File: config.mk
export PLATFORM = sky130hd
export DESIGN_NAME = inEpPktBuf
export DESIGN_NICKNAME = d
export VERILOG_FILES = /design/src/rtl/inEpPkg.sv /design/src/rtl/inEpData.sv /design/src/rtl/inEpCtrl.sv /design/src/rtl/inEpPktBuf.sv
export SDC_FILE = /design/constraint.sdc
export NUM_CORES = 1
export LEC_CHECK = 0
export CAP_MARGIN = 30
export CORE_MARGIN = 2
export CORE_UTILIZATION = 45
export CTS_CLUSTER_DIAMETER = 60
export DETAILED_ROUTE_END_ITERATION = 6
export GPL_TIMING_DRIVEN = 0
export PLACE_DENSITY_LB_ADDON = 0.3
export RECOVER_POWER = 50
export SETUP_SLACK_MARGIN = 0.5
export SLEW_MARGIN = 15
export SYNTH_ARGS = -nofsm -noshare
export SYNTH_HDL_FRONTEND = slang
export SYNTH_HIERARCHICAL = 1
export SYNTH_SLANG_ARGS = --single-unit
File: constraint.sdc
create_clock -name clk -period 10.2 [get_ports clk]
set_input_delay 2.55 -clock clk [delete_from_list [all_inputs] [get_ports clk]]
set_output_delay 2.55 -clock clk [all_outputs]
set_load 0.02 [all_outputs]
File: src/rtl/inEpPkg.sv
package inEpPkg;
  // Strobes from the control unit to the byte datapath.
  typedef struct packed {
    logic wrByte;   // store wrData at the write pointer
    logic rdByte;   // advance the read pointer by one
    logic rdSkip;   // head packet finished: skip its unread bytes
  } dpStrb_t;
endpackage

File: src/rtl/inEpData.sv
module inEpData
  import inEpPkg::*;
#(
  parameter int FIFO_BYTES = 64,
  parameter int DATA_W     = 8,
  parameter int LEN_W      = $clog2(FIFO_BYTES + 1)
) (
  input  logic              clk,
  input  logic              rstN,
  input  dpStrb_t           strb,
  input  logic [LEN_W-1:0]  skipCnt,
  input  logic [DATA_W-1:0] wrData,
  output logic [DATA_W-1:0] rdData
);
  localparam int PW = $clog2(FIFO_BYTES);

  logic [DATA_W-1:0] mem [FIFO_BYTES];
  logic [PW-1:0]     wrPtr;
  logic [PW-1:0]     rdPtr;

  always_ff @(posedge clk) begin
    if (strb.wrByte) mem[wrPtr] <= wrData;
  end

  always_ff @(posedge clk) begin
    if (!rstN) begin
      wrPtr <= '0;
      rdPtr <= '0;
    end else begin
      if (strb.wrByte) wrPtr <= wrPtr + PW'(1);
      if (strb.rdSkip)      rdPtr <= rdPtr + PW'(skipCnt);
      else if (strb.rdByte) rdPtr <= rdPtr + PW'(1);
    end
  end

  assign rdData = mem[rdPtr];
endmodule

File: src/rtl/inEpCtrl.sv
module inEpCtrl
  import inEpPkg::*;
#(
  parameter int FIFO_BYTES = 64,
  parameter int MAX_RST    = 8,
  parameter int LEN_W      = $clog2(FIFO_BYTES + 1)
) (
  input  logic             clk,
  input  logic             rstN,
  input  logic             cfgMaxWe,
  input  logic [LEN_W-1:0] cfgMaxVal,
  input  logic             cfgDisWe,
  input  logic             cfgDisVal,
  input  logic             autoSet,
  input  logic             wrValid,
  input  logic             setReady,
  input  logic             intClr,
  input  logic             ovrClr,
  input  logic             rdEn,
  input  logic             pktDone,
  output logic             ready,
  output logic             fifoNotEmpty,
  output logic             dblActive,
  output logic [LEN_W-1:0] maxPkt,
  output logic             dblDis,
  output logic             overrun,
  output logic             intFlag,
  output logic             intPulse,
  output logic             pktAvail,
  output logic [LEN_W-1:0] pktLen,
  output dpStrb_t          strb,
  output logic [LEN_W-1:0] skipCnt
);
  logic [LEN_W-1:0] lenQ [2];
  logic             headIdx;
  logic [1:0]       count;
  logic [LEN_W-1:0] loadCnt;
  logic [LEN_W-1:0] sentCnt;

  logic [LEN_W:0]   twiceMax;
  logic             dblMode;
  logic [1:0]       cap;
  logic             slotFree, idle, wrAcc, wrDrop, autoHit, commit, done;
  logic             rdAcc, effEmpty, intEvt, tailIdx;
  logic [LEN_W-1:0] headLen, commitLen;

  assign twiceMax  = {maxPkt, 1'b0};
  assign dblMode   = !dblDis && (twiceMax <= (LEN_W+1)'(FIFO_BYTES));
  assign cap       = dblMode ? 2'd2 : 2'd1;
  assign slotFree  = count < cap;
  assign idle      = (count == 2'd0) && (loadCnt == '0);
  assign headLen   = lenQ[headIdx];
  assign tailIdx   = headIdx ^ count[0];

  assign wrAcc     = wrValid && slotFree && (loadCnt < maxPkt);
  assign wrDrop    = wrValid && !wrAcc;
  assign commitLen = loadCnt + LEN_W'(wrAcc);
  assign autoHit   = autoSet && wrAcc && ((loadCnt + LEN_W'(1)) == maxPkt);
  assign commit    = slotFree && (setReady || autoHit);
  assign done      = pktDone && (count != 2'd0);
  assign rdAcc     = rdEn && (count != 2'd0) && (sentCnt < headLen);
  assign effEmpty  = (count == 2'd0) || ((count == 2'd1) && done);
  assign intEvt    = done || (commit && dblMode && effEmpty);

  always_comb begin
    strb.wrByte = wrAcc;
    strb.rdByte = rdAcc;
    strb.rdSkip = done;
  end
  assign skipCnt = headLen - sentCnt;

  always_ff @(posedge clk) begin
    if (!rstN) begin
      lenQ[0]  <= '0;
      lenQ[1]  <= '0;
      headIdx  <= 1'b0;
      count    <= 2'd0;
      loadCnt  <= '0;
      sentCnt  <= '0;
      ready    <= 1'b0;
      overrun  <= 1'b0;
      intFlag  <= 1'b0;
      intPulse <= 1'b0;
      maxPkt   <= LEN_W'(MAX_RST);
      dblDis   <= 1'b1;
    end else begin
      count <= count + {1'b0, commit} - {1'b0, done};
      if (done)   headIdx <= ~headIdx;
      if (commit) lenQ[tailIdx] <= commitLen;

      if (commit)     loadCnt <= '0;
      else if (wrAcc) loadCnt <= loadCnt + LEN_W'(1);

      if (done)       sentCnt <= '0;
      else if (rdAcc) sentCnt <= sentCnt + LEN_W'(1);

      if (commit)    ready <= !(dblMode && effEmpty);
      else if (done) ready <= 1'b0;

      if (wrDrop)      overrun <= 1'b1;
      else if (ovrClr) overrun <= 1'b0;

      intPulse <= intEvt;
      if (intEvt)      intFlag <= 1'b1;
      else if (intClr) intFlag <= 1'b0;

      if (cfgMaxWe && idle && (cfgMaxVal != '0) &&
          (cfgMaxVal <= LEN_W'(FIFO_BYTES)))
        maxPkt <= cfgMaxVal;
      if (cfgDisWe && idle) dblDis <= cfgDisVal;
    end
  end

  assign fifoNotEmpty = (count != 2'd0);
  assign pktAvail     = (count != 2'd0);
  assign pktLen       = headLen;
  assign dblActive    = dblMode;


  single_commit_ready_chk: assert property (@(posedge clk) disable iff (!rstN)
    (commit && !dblMode) |=> (ready && fifoNotEmpty));


  done_irq_chk: assert property (@(posedge clk) disable iff (!rstN)
    (pktDone && fifoNotEmpty) |=> intPulse);


  drop_ovr_chk: assert property (@(posedge clk) disable iff (!rstN)
    (wrValid && !slotFree) |=> overrun);


  first_commit_clear_chk: assert property (@(posedge clk) disable iff (!rstN)
    (commit && dblMode && count == 2'd0) |=> (!ready && intPulse && fifoNotEmpty));


  cfg_hold_chk: assert property (@(posedge clk) disable iff (!rstN)
    !idle |=> ($stable(maxPkt) && $stable(dblDis)));


  int_sticky_chk: assert property (@(posedge clk) disable iff (!rstN)
    intPulse |-> intFlag);


  ready_has_data_chk: assert property (@(posedge clk) disable iff (!rstN)
    ready |-> fifoNotEmpty);
endmodule

File: src/rtl/inEpPktBuf.sv
module inEpPktBuf
  import inEpPkg::*;
#(
  parameter int FIFO_BYTES = 64,
  parameter int DATA_W     = 8,
  parameter int MAX_RST    = 8,
  parameter int LEN_W      = $clog2(FIFO_BYTES + 1)
) (
  input  logic              clk,
  input  logic              rstN,
  input  logic              cfgMaxWe,
  input  logic [LEN_W-1:0]  cfgMaxVal,
  input  logic              cfgDisWe,
  input  logic              cfgDisVal,
  input  logic              autoSet,
  input  logic              wrValid,
  input  logic [DATA_W-1:0] wrData,
  input  logic              setReady,
  input  logic              intClr,
  input  logic              ovrClr,
  input  logic              rdEn,
  input  logic              pktDone,
  output logic              ready,
  output logic              fifoNotEmpty,
  output logic              dblActive,
  output logic [LEN_W-1:0]  maxPkt,
  output logic              dblDis,
  output logic              overrun,
  output logic              intFlag,
  output logic              intPulse,
  output logic              pktAvail,
  output logic [LEN_W-1:0]  pktLen,
  output logic [DATA_W-1:0] rdData
);
  dpStrb_t          strb;
  logic [LEN_W-1:0] skipCnt;

  inEpCtrl #(.FIFO_BYTES(FIFO_BYTES), .MAX_RST(MAX_RST), .LEN_W(LEN_W)) uCtrl (
    .clk(clk), .rstN(rstN),
    .cfgMaxWe(cfgMaxWe), .cfgMaxVal(cfgMaxVal),
    .cfgDisWe(cfgDisWe), .cfgDisVal(cfgDisVal),
    .autoSet(autoSet), .wrValid(wrValid), .setReady(setReady),
    .intClr(intClr), .ovrClr(ovrClr), .rdEn(rdEn), .pktDone(pktDone),
    .ready(ready), .fifoNotEmpty(fifoNotEmpty), .dblActive(dblActive),
    .maxPkt(maxPkt), .dblDis(dblDis), .overrun(overrun),
    .intFlag(intFlag), .intPulse(intPulse),
    .pktAvail(pktAvail), .pktLen(pktLen),
    .strb(strb), .skipCnt(skipCnt)
  );

  inEpData #(.FIFO_BYTES(FIFO_BYTES), .DATA_W(DATA_W), .LEN_W(LEN_W)) uData (
    .clk(clk), .rstN(rstN), .strb(strb), .skipCnt(skipCnt),
    .wrData(wrData), .rdData(rdData)
  );
endmodule

==> flow_summary_export.csv <==
group,metric,value,unit
die,start_util,45.6,%
sta,max_freq,0.146,GHz
setup_path,cp-end-kind,"output pin",
global_route,grt_pass1_wl,82700,um
setup_path,max_stage_delay,720,ps
sta,fin_hold_ws,493,ps
sta,setup_tns,0,ps
route,totalWireLength,56000,um
clocking,hold_buffers,0,
clocking,clock_tree.buffer_depth,3,
global_route,grt_pass1_vias,12700,
route,firstDrtPassIters,7,
route,vias,12800,
clocking,post_cts_buffers,0,
setup_path,reg2reg_slack,5190,ps
setup_path,worstPathRequired,7650,ps
final_layout,drive_gt1_share,17.5,%
yosys,synth_nets,1365,
pwr,power.leakage,8.47,nW
pwr,cellPowerDensity,250,mW/mm^2
placed_design,dp_hpwl,37400,um
final_layout,antennaDiodeCount,0,
die,io_pins,57,
clocking,root_buffer,"clkbuf_16",
setup_path,crit_path_cell_trace,"buf_2, buf_2, buf_1, mux4_2, a22oi_1, nand2_1, o21ai_0, nor2_1, clkdlybuf4s50_1",
setup_path,cpLargestDelayFamily,"buffers and inverters",
setup_path,r2r-start,"uCtrl/maxPkt[2]",
global_route,grt_overflow,0,
yosys,yosys_warnings,6,
final_layout,layout.nets,1494,
clocking,worst_setup_hold_path_clk_slew,60,ps
pwr,total_power,6.66,mW
final_layout,synthToLayoutAreaGrowth,14.0,%
clocking,clk_latency,640,ps
die,design.core.area,0.0513,mm^2
clocking,cts_tree,"yes",
setup_path,reg2reg_to,"uData/mem[31][4]",
route,viasPerCell,5.94,
setup_path,cp_max_fo,10,
final_layout,stdcell_area,0.0266,mm^2
clocking,ctsResizeCount,0,
sta,fin_ws,3350,ps
sta,finalSetupViolCount,0,
die,die_w,232,um
worst_hold_path,hold_depth,2,
sta,finClkSkew,41.1,ps
sta,relSlewSlack,-48.2,%
global_route,grtUsageTotal,21.2,%
placed_design,pre_cts_slack,3560,ps
global_route,grt_max_degree,49,
sta,rsz0062_at_grt,"false",
status,outcome,"complete, but fails checks",
sta,min_period,6850,ps
yosys,avgSynthCellArea,17.9,um^2
worst_hold_path,min_from,"uCtrl/ready",
setup_path,cp_common_cell,"buf_2",
route,routedWlPerCell,25.9,um
sta,slew_violations,270,
die,design.die.area,0.0538,mm^2
setup_path,crit_buf_inv,4,
placed_design,gp_congestion,0.869,
pwr,ir_drop,0.000152,V
setup_path,cp_slowest_cell,"buf_1",
clocking,numCtsBuffers,59,
sta,final.period_utilization,67.1,%
route,ant_nets,0,
route,route.detailed.drc,1,
worst_hold_path,min_to,"uCtrl/ready",
clocking,clock_sinks,574,
placed_design,io_buffer_count,56,
sta,hold_viol_final,0,
worst_hold_path,hp-class,"register to register",
clocking,h-tree-depth,2,
setup_path,reg2reg_depth,11,
yosys,synth_area,0.0234,mm^2
die,die_h,232,um
status,violations,"DRC, capacitance limit, slew limit",
global_route,grt_antenna_before_repair,0,
route,initialDrtViolationCount,1468,
job,cap_viol_max_count,9,
setup_path,critPathArrivalTime,4300,ps
placed_design,postPlaceCellArea,0.0250,mm^2
setup_path,cp-start-kind,"register",
die,rows,83,
sta,tightest_slew,2220,ps
setup_path,setup.worst_path.class,"register to output pin",
yosys,synthCells,1307,
==> through the flow <==
stage / cells / util (%)
CTS: 2162 / 52.4
detailed placement: 2054 / 48.7
floorplan: 1307 / -
global route: 2163 / 51.9
finish: 2163 / 51.9
global placement: 2043 / 48.3
==> flip-flops by register name, summed over array words and instances (netlist names), named ones only <==
name and flops:
uCtrl/lenQ 14, uCtrl/sentCnt 7, uCtrl/ready 1, uCtrl/intFlag 1, uCtrl/loadCnt 7, uCtrl/maxPkt 7, uCtrl/overrun 1, uCtrl/intPulse 1
uData/mem 512, uData/wrPtr 6, uCtrl/count 2, uCtrl/headIdx 1, uCtrl/dblDis 1, uData/rdPtr 6
==> tightest hold or removal path: stages, from the launching register on <==
cell and delay (ps):
dfxtp_1 320, nand3_1 60, o41ai_1 60
==> worst max path at each step <==
| stage | slack, ps | cells past startpoint | endpoint | start |
|---|---|---|---|---|
| 6_report | 3350 | 9 | rdData[0] | register |
| 5_1_grt | 3260 | 9 | rdData[2] | register |
| 4_1_cts | 3360 | 9 | rdData[0] | register |
| 3_5_place_dp | 3560 | 9 | uData/mem[23][5] | wrValid |
| 3_3_place_gp | 3640 | 9 | uData/mem[31][3] | wrValid |
| 2_1_floorplan | 5360 | 8 | uData/mem[41][0] | wrValid |
==> power breakdown <==
| group | internal [mW] | leakage [nW] | switching (mW) |
|---|---|---|---|
| combinational | 0.774 | 2.40 | 1.08 |
| clock | 1.21 | 0.931 | 0.897 |
| sequential | 2.64 | 5.14 | 0.0463 |
==> layout make-up <==
class	instances	area [um^2]
fill	4179	24700
multi-input combinational	630	6090
timing repair buffer	68	573
clock buffer	75	1600
clock inverter	33	310
sequential	574	16800
inverter	32	120
buffer	71	343
tap	680	851
==> routing by layer <==
layer  global-route usage, %  vias up  wire length, um
li1                        -     5475                -
met1                    29.2     6632            22500
met2                    33.6      642            26300
met3                    4.84      100             5400
met4                    7.07        0             1760
met5                       0        -                0
==> cells in the final DEF, fill, tap and decap left out, types with 26 or more instances in the layout <==
cell type,n
edfxtp_1,526
mux4_2,128
nor2_1,93
clkbuf_1,65
clkbuf_16,60
dfxtp_1,48
nand2_1,46
clkdlybuf4s50_1,32
inv_1,32
ha_1,29
o22ai_1,28
a22oi_1,28
nand3_1,27
nor3_1,26
No activity file was read; power rests on OpenSTA's default activity.
